File: src/rtl/simd_reuse_pkg.sv
package simd_reuse_pkg;
  localparam int unsigned LOOSE_A_BITS = 11;
  localparam int unsigned LOOSE_B_BITS = 12;

  typedef enum logic [1:0] {
    PRESET_EXACT   = 2'd0,
    PRESET_LOOSE_A = 2'd1,
    PRESET_LOOSE_B = 2'd2,
    PRESET_SPARE   = 2'd3
  } preset_e;

  function automatic int unsigned ignored_bits(preset_e p);
    case (p)
      PRESET_LOOSE_A: return LOOSE_A_BITS;
      PRESET_LOOSE_B: return LOOSE_B_BITS;
      default:        return 0;
    endcase
  endfunction
endpackage

File: src/rtl/lane_match.sv
module lane_match #(
  parameter int WORD_W = 32
) (
  input  logic [WORD_W-1:0] keep_i,
  input  logic [WORD_W-1:0] ref_a_i,
  input  logic [WORD_W-1:0] ref_b_i,
  input  logic [WORD_W-1:0] op_a_i,
  input  logic [WORD_W-1:0] op_b_i,
  output logic              hit_o
);
  logic [WORD_W-1:0] ra, rb, oa, ob;
  logic straight, crossed;

  always_comb begin
    ra = ref_a_i & keep_i;
    rb = ref_b_i & keep_i;
    oa = op_a_i & keep_i;
    ob = op_b_i & keep_i;
    straight = (oa == ra) && (ob == rb);
    crossed  = (oa == rb) && (ob == ra);
    hit_o    = straight || crossed;
  end
endmodule

File: src/rtl/bit_count.sv
module bit_count #(
  parameter int IN_W  = 16,
  parameter int OUT_W = $clog2(IN_W + 1)
) (
  input  logic [IN_W-1:0]  bits_i,
  output logic [OUT_W-1:0] count_o
);
  always_comb begin
    count_o = '0;
    for (int i = 0; i < IN_W; i++) count_o = count_o + OUT_W'(bits_i[i]);
  end
endmodule

File: src/rtl/sat_counter.sv
module sat_counter #(
  parameter int CNT_W = 32,
  parameter int INC_W = 5
) (
  input  logic             clk_i,
  input  logic             rst_ni,
  input  logic             clear_i,
  input  logic [INC_W-1:0] inc_i,
  output logic [CNT_W-1:0] count_o
);
  logic [CNT_W:0] sum;

  assign sum = {1'b0, count_o} + (CNT_W+1)'(inc_i);

  always_ff @(posedge clk_i or negedge rst_ni) begin
    if (!rst_ni)         count_o <= '0;
    else if (clear_i)    count_o <= '0;
    else if (sum[CNT_W]) count_o <= '1;
    else                 count_o <= sum[CNT_W-1:0];
  end
endmodule

File: src/rtl/simd_reuse_monitor.sv
module simd_reuse_monitor
  import simd_reuse_pkg::*;
#(
  parameter int LANES  = 16,
  parameter int WORD_W = 32,
  parameter int CNT_W  = 32
) (
  input  logic                    clk_i,
  input  logic                    rst_ni,
  input  logic                    clear_i,
  input  logic [1:0]              preset_i,
  input  logic [LANES-1:0]        lane_valid_i,
  input  logic [LANES*WORD_W-1:0] lane_op_a_i,
  input  logic [LANES*WORD_W-1:0] lane_op_b_i,
  input  logic                    rd_sel_i,
  output logic [CNT_W-1:0]        rd_data_o
);
  localparam int SUM_W = $clog2(LANES + 1);

  logic [WORD_W-1:0] keep;
  logic [LANES-1:0]  hit, match_vec;
  logic [SUM_W-1:0]  match_sum, issue_sum;
  logic [SUM_W-1:0]  stg_match_q, stg_issue_q;
  logic [CNT_W-1:0]  reuse_cnt, issue_cnt;

  always_comb keep = {WORD_W{1'b1}} << ignored_bits(preset_e'(preset_i));

  assign hit[0] = 1'b0;  // reference lane never counts itself

  for (genvar i = 1; i < LANES; i++) begin : g_lane
    lane_match #(.WORD_W(WORD_W)) u_match (
      .keep_i  (keep),
      .ref_a_i (lane_op_a_i[WORD_W-1:0]),
      .ref_b_i (lane_op_b_i[WORD_W-1:0]),
      .op_a_i  (lane_op_a_i[i*WORD_W +: WORD_W]),
      .op_b_i  (lane_op_b_i[i*WORD_W +: WORD_W]),
      .hit_o   (hit[i])
    );
  end

  assign match_vec = hit & lane_valid_i & {LANES{lane_valid_i[0]}};

  bit_count #(.IN_W(LANES), .OUT_W(SUM_W)) u_cnt_match (
    .bits_i(match_vec), .count_o(match_sum));
  bit_count #(.IN_W(LANES), .OUT_W(SUM_W)) u_cnt_issue (
    .bits_i(lane_valid_i), .count_o(issue_sum));

  always_ff @(posedge clk_i or negedge rst_ni) begin
    if (!rst_ni) begin
      stg_match_q <= '0;
      stg_issue_q <= '0;
    end else if (clear_i) begin
      stg_match_q <= '0;
      stg_issue_q <= '0;
    end else begin
      stg_match_q <= match_sum;
      stg_issue_q <= issue_sum;
    end
  end

  sat_counter #(.CNT_W(CNT_W), .INC_W(SUM_W)) u_reuse (
    .clk_i, .rst_ni, .clear_i, .inc_i(stg_match_q), .count_o(reuse_cnt));
  sat_counter #(.CNT_W(CNT_W), .INC_W(SUM_W)) u_issue (
    .clk_i, .rst_ni, .clear_i, .inc_i(stg_issue_q), .count_o(issue_cnt));

  assign rd_data_o = rd_sel_i ? issue_cnt : reuse_cnt;
endmodule

File: config.mk
export PLATFORM = sky130hd
export DESIGN_NAME = simd_reuse_monitor
export DESIGN_NICKNAME = d
export VERILOG_FILES = /design/src/rtl/simd_reuse_pkg.sv /design/src/rtl/lane_match.sv /design/src/rtl/bit_count.sv /design/src/rtl/sat_counter.sv /design/src/rtl/simd_reuse_monitor.sv
export SDC_FILE = /design/constraint.sdc
export NUM_CORES = 2
export LEC_CHECK = 0
export BUFFER_PORTS_ARGS = -buffer_cell sky130_fd_sc_hd__buf_2
export CORE_AREA = 2 2 422 424
export CTS_BUF_LIST = sky130_fd_sc_hd__clkbuf_2 sky130_fd_sc_hd__clkbuf_4 sky130_fd_sc_hd__clkbuf_8
export DETAILED_ROUTE_END_ITERATION = 8
export DIE_AREA = 0 0 424 426
export PLACE_DENSITY = 0.43
export SYNTH_ARGS = -nofsm -noshare
export SYNTH_HDL_FRONTEND = slang
export SYNTH_SLANG_ARGS = --single-unit
export TNS_END_PERCENT = 1
File: constraint.sdc
create_clock -name clk_i -period 5.5 [get_ports clk_i]
set_clock_uncertainty 0.05 [all_clocks]
set_input_delay 1.1 -clock clk_i [delete_from_list [all_inputs] [get_ports clk_i]]
set_output_delay 1.1 -clock clk_i [all_outputs]
set_load 0.02 [all_outputs]
Word-level counts from Yosys, hierarchy flattened
Index checks and enable logic that the tools add are counted.
Cells by class
  add/sub/neg operators: 32
  reductions and logical operators: 45
  muxes and demuxes: 8
  bitwise logic cells: 34
  shift-type cells: 1
  equal/unequal tests: 62
Operator list (number)
  32-bit == test: 60
  32-bit bitwise AND: 32
  32-bit two-way mux: 5
  5-bit by 1-bit adder with 5-bit output: 28
  32-bit by 5-bit adder with 33-bit output: 2
  16-bit bitwise AND: 2
  32-bit by 32-bit left shift with 32-bit output, first input constant: 1
  1-bit logical AND: 30
  1-bit logical OR: 15
  5-bit two-way mux: 2
  4-bit one-hot mux with 2 select lines: 1
  1-bit by 1-bit adder with 2-bit output: 2
  2-bit by 1-bit == test with 1-bit output, second input constant: 1
  2-bit == test, second input constant: 1
Word-level totals
  input port bits: 1046
  word-level logic and storage cells: 186
  register bits: 74

Depth between registers and ports, before layout
  depth after elaboration: 25
  depth in mapped cells: 22

Cells and area by module
From an unflattened synthesis, not the netlist that was laid out.
Unflattened totals
  cells, all modules: 5396
  area, all modules: 35502.8 µm²
Modules (own cells, without submodules)
  lane_match: sequential area each 0.0 µm², cells an instance 324, area an instance 2006.9 µm², times used 15
  sat_counter: sequential area each 800.8 µm², cells an instance 186, area an instance 1804.2 µm², times used 2
  simd_reuse_monitor: sequential area each 250.2 µm², cells an instance 80, area an instance 1002.2 µm², times used 1
  bit_count: sequential area each 0.0 µm², cells an instance 42, area an instance 394.1 µm², times used 2

Worst setup path before layout
No wires, ideal clock.
  path kind: input to register
  start: input port preset_i[0]
  end: register stg_match_q[2]
  stages: 17
  setup slack: -622 ps
  data arrival time: 5940 ps
  path through: inv_1 > ha_1 > clkbuf_1 > clkbuf_1 > clkbuf_1 > clkbuf_1 > clkbuf_1 > o21ai_0 > a32oi_1 > fa_1 > fa_1 > fa_1 > fa_1 > fa_1 > fa_1 > xor2_1 > nor2_1
Between the ends
  word-level cells in the longest chain between the ends: 25
  elaborated cells on any way between the ends: 159
  classes of those cells: 15 x add/sub; 62 x eq/ne; 1 x shift; 2 x mux; 34 x bitwise; 45 x reduce/logical
Ends and longest elaborated chain
  from (decl): line simd_reuse_monitor.sv:11  | input logic [1:0] preset_i,
  2-bit == test / 2-bit by 1-bit == test with 1-bit output (equally long branches): line simd_reuse_pkg.sv:13  | case (p)
  4-bit one-hot mux with 2 select lines *: line simd_reuse_pkg.sv:13
  32-bit by 32-bit left shift with 32-bit output *: line simd_reuse_monitor.sv:26  | always_comb keep = {WORD_W{1'b1}} << ignored_bits(preset_e'(preset_i));
  32-bit bitwise AND (on tied branches)
  32-bit == test (on tied branches): line lane_match.sv:19, lane_match.sv:20
  1-bit logical AND (on tied branches): line lane_match.sv:19, lane_match.sv:20
  1-bit logical OR: line lane_match.sv:21  | hit_o = straight || crossed;
  16-bit bitwise AND * (2 in series): line simd_reuse_monitor.sv:41  | assign match_vec = hit & lane_valid_i & {LANES{lane_valid_i[0]}};
  1-bit by 1-bit adder with 2-bit output: line bit_count.sv:10  | for (int i = 0; i < IN_W; i++) count_o = count_o + OUT_W'(bits_i[i]);
  5-bit by 1-bit adder with 5-bit output (13 in series): line bit_count.sv:10
  5-bit by 1-bit adder with 5-bit output *: line bit_count.sv:10
  5-bit two-way mux *: line simd_reuse_monitor.sv:52  | end else if (clear_i) begin
  to (signal assigned): line simd_reuse_monitor.sv:56  | stg_match_q <= match_sum;
  to (decl): line simd_reuse_monitor.sv:23  | logic [SUM_W-1:0] stg_match_q, stg_issue_q;
Mark *: on every way between the ends. The rest lies on a longest branch, timed or not.

Worst setup path in the final report
Ends and elaborated chain as after synthesis.

==> impl_metrics.env <==
export IMPL_cp_max_fo=6
export IMPL_syn_mean_instance_area_sq_um=7.753
export IMPL_io_pins=1078
export IMPL_tightest_slew_ns=0.9498
export IMPL_power_total_uw=5515
export IMPL_synth_area_sq_um=27180
export IMPL_via_per_inst=5.111
export IMPL_crit_required_ns=5.65
export IMPL_rows=154
export IMPL_peakVddDrop_mv=0.1086
export IMPL_powerDensity_nw_per_um2=123.9
export IMPL_max_cap_violations=0
export IMPL_grt_pass1_vias=38127
export IMPL_numCtsBuffers=9
export IMPL_start_kind="input pin"
export IMPL_ys_ff_latch=73
export IMPL_crit_reg2reg_launch="u_issue.count_o[7]"
export IMPL_die_area_sq_um=180600
export IMPL_drive_gt1_share_pct=42.17
export IMPL_critPathArrivalTime_ns=6.28
export IMPL_violations="negative setup slack"
export IMPL_dr_pass1_iters=8
export IMPL_routabilityCongestion=1.094
export IMPL_synth_cells=3506
export IMPL_worst_path_largest_cell_delay_ns=0.65
export IMPL_place_inst=7734
export IMPL_worst_setup_path_end_kind="register"
export IMPL_antenna_found_initial=317
export IMPL_regArea_sq_um=1827
export IMPL_drt_iter0_drc=5432
export IMPL_synth_distinct_cells=70
export IMPL_cts_root_buf="clkbuf_8"
export IMPL_wl_met1_mm=134.1
export IMPL_multiInputGateArea_sq_um=24390
export IMPL_status="finished with violations"
export IMPL_crit_chain="buf_8, inv_6, ha_4, buf_12, buf_6, nor2b_4, buf_4, a21oi_2, buf_4, nand4_1, nor4_4, buf_4, a31oi_1, fa_2, fa_1, fa_1, fa_2, fa_2, xor2_1, nor2_1"
export IMPL_globalRouteTotalUtil_pct=35.42
export IMPL_met2_length_mm=145.6
export IMPL_rsz0062_at_grt="yes"
export IMPL_worst_setup_path_type="in -> reg"
export IMPL_p_leak_uw=0.01906
export IMPL_relSlewSlack_pct=35.04
export IMPL_dominantRegCellSynth="dfrtp_1"
export IMPL_crit_family="adder cells"
export IMPL_final_cell_mix="1066 x buf_2, 1003 x buf_4, 942 x xor2_1"
export IMPL_seq_area_frac_synth_pct=6.721
export IMPL_nFillCells=19953
export IMPL_final_instance_count_excl_fill=7865
export IMPL_clkSinkCount=73
export IMPL_area_growth_pct=63.77
export IMPL_wl_met3_mm=32.65
export IMPL_fin_crit_ns=6.133
export IMPL_finalSetupViolCount=4
export IMPL_die_w_microns=424
export IMPL_final_common_cell="buf_2"
export IMPL_io_buffers=1077
export IMPL_drt_wl_total_mm=335.0
export IMPL_h_tree_depth=3
export IMPL_finalNetCount=6494
export IMPL_route_detailed_drc=0
export IMPL_grt_pass1_wl_mm=417.9
export IMPL_initial_core_util_pct=15.47
export IMPL_period_share_pct=111.5
export IMPL_clk_latency_ns=0.35
export IMPL_timing_final_ws_setup_ns=-0.6335
export IMPL_async_reset_ff_share_pct=100.0
export IMPL_hp_start="u_issue.count_o[29]"
export IMPL_via_count=40199
export IMPL_clock_tree_buffer_depth=2
export IMPL_finalHoldViolCount=0
export IMPL_wl_per_cell_microns=42.60
export IMPL_yosysWarnings=0
export IMPL_hold_class="reg -> reg"
export IMPL_synth_edf_count=0
export IMPL_holdBufCountCts=0
export IMPL_path_clk_slew_ns=0.08
export IMPL_grt_max_degree=61
export IMPL_synth_net_count=4591
export IMPL_core_area_sq_um=175700
export IMPL_cts_tree="built"
export IMPL_drtAntennaViolNets=0
export IMPL_dr_max_layer_used="met5"
export IMPL_timing_fmax_mhz=163.0
export IMPL_startpoint="preset_i[0]"
export IMPL_fp_dieH_microns=426
export IMPL_grt_overflow_total=0
export IMPL_critPathBufInv=7
export IMPL_critical_path_slowest_cell="fa_2"
export IMPL_finalMaxSlewViolations=0
export IMPL_dp_hpwl_mm=299.0
where the power goes:
part / switching [uW] / internal, uW
combinational: 2740 / 1750
sequential: 15.0 / 563
clock: 225 / 223
total: 2980 / 2540
worst register-to-register path, delay by kind of cell (launching register included):
family          cells  cell delay (ns)
simple gates        5             2.03
flops               1             0.46
compound gates      1             0.21
buf+inv             1             0.29
stage by stage:
stage          utilization [%]  hold WS (ns)  TNS [ns]  setup WS [ns]  instance area (sq um)
5_1_grt                  25.30        0.4864    -2.008        -0.6252                  44460
6_report                 25.33        0.4711    -2.012        -0.6335                  44510
3_5_place_dp             24.68        0.4508    -6.361         -1.768                  43370
2_1_floorplan                -        0.4073   -0.4391        -0.2386                  27310
4_1_cts                  25.03        0.4669    -1.940        -0.6149                  43990
3_3_place_gp             24.68        0.4557    -6.223         -1.716                  43370
synthesized netlist by cell type (5+ instances only):
| cell type | number | area share (%) |
|---|---|---|
| xor2_1 | 943 | 30 |
| xnor2_1 | 658 | 21 |
| nor4_1 | 245 | 5.6 |
| nand4_1 | 178 | 4.1 |
| clkbuf_1 | 128 | 1.8 |
| a21oi_1 | 115 | 2.1 |
| inv_1 | 113 | 1.6 |
| o22ai_1 | 113 | 2.6 |
| buf_1 | 109 | 1.5 |
| dfrtp_1 | 73 | 6.7 |
| a2111oi_0 | 69 | 2.2 |
| nand2_1 | 67 | 0.93 |
| o21ai_0 | 65 | 1.2 |
| nand3_1 | 58 | 1.1 |
| nor2_1 | 52 | 0.72 |
| o2111ai_1 | 47 | 1.5 |
| nor3_1 | 42 | 0.77 |
| a221oi_1 | 41 | 1.3 |
| o2bb2ai_1 | 31 | 1.0 |
| a22o_1 | 30 | 0.97 |
| nand2b_1 | 29 | 0.67 |
| mux2_2 | 28 | 1.2 |
| nor2b_1 | 27 | 0.62 |
| fa_1 | 22 | 1.6 |
| buf_2 | 20 | 0.37 |
| ha_1 | 17 | 0.78 |
| a31oi_1 | 15 | 0.35 |
| a22oi_1 | 14 | 0.39 |
| and3_1 | 14 | 0.32 |
| a211oi_1 | 12 | 0.33 |
| o221ai_1 | 11 | 0.35 |
| and4_1 | 10 | 0.32 |
| clkinv_1 | 9 | 0.12 |
| o211ai_1 | 7 | 0.19 |
| o21a_1 | 7 | 0.19 |
| a222oi_1 | 6 | 0.22 |
| a2bb2oi_1 | 6 | 0.19 |
| a21o_1 | 5 | 0.14 |
| o41ai_1 | 5 | 0.16 |
| or4_1 | 5 | 0.14 |
metal layers:
| layer | global-route usage [%] | vias up |
|---|---|---|
| met5 | 0 | - |
| met4 | 20.82 | 98 |
| met3 | 9.440 | 831 |
| met2 | 53.99 | 2998 |
| met1 | 44.62 | 19779 |
| li1 | - | 16493 |
kinds of logic after synthesis:
logic type | Yosys count | share of synthesized area [%]
DFF | 73 | 6.721
xor gates and xnor gates | 1601 | 51.59
buffers and inverters | 383 | 5.519
muxes | 29 | 1.197
and+or+nand+nor | 753 | 16.14
AOI/OAI and AO/OA | 628 | 16.43
adders and majority gates | 39 | 2.403
area by class of cell:
cell class / instances / share of cell area [%]
diodes: 111 / 0.6240
well taps: 2340 / 6.577
multi-input cells: 3050 / 54.80
repair buffers: 2153 / 32.40
clock buffers: 10 / 0.3092
inverters: 122 / 1.043
clock inverters: 6 / 0.1462
flip-flops and latches: 73 / 4.104
registers in the layout, summed over array words and instances, names as in the netlist:
name,cells
stg_match_q,4
u_issue.count_o,32
stg_issue_q,5
u_reuse.count_o,32
worst paths after layout:
| kind | to | cells past startpoint | slack (ns) |
|---|---|---|---|
| min | u_issue.count_o[29] | 1 | 0.47 |
| min in group asynchronous | u_issue.count_o[21] | 1 | 0.85 |
| max | stg_match_q[2] | 20 | -0.63 |
| min reg2reg | u_issue.count_o[29] | 1 | 0.47 |
| max in group asynchronous | u_reuse.count_o[4] | 2 | 3.50 |
| max reg2reg | u_issue.count_o[29] | 7 | 2.37 |
what timing repair did:
item | 4_1_cts | 5_1_grt
gates resized for setup | 92 | 55
setup buffers | 3 | 1
pin swaps | 25 | 24
setup endpoints to repair | 4 | 4
(Power assumes the default switching activity.)
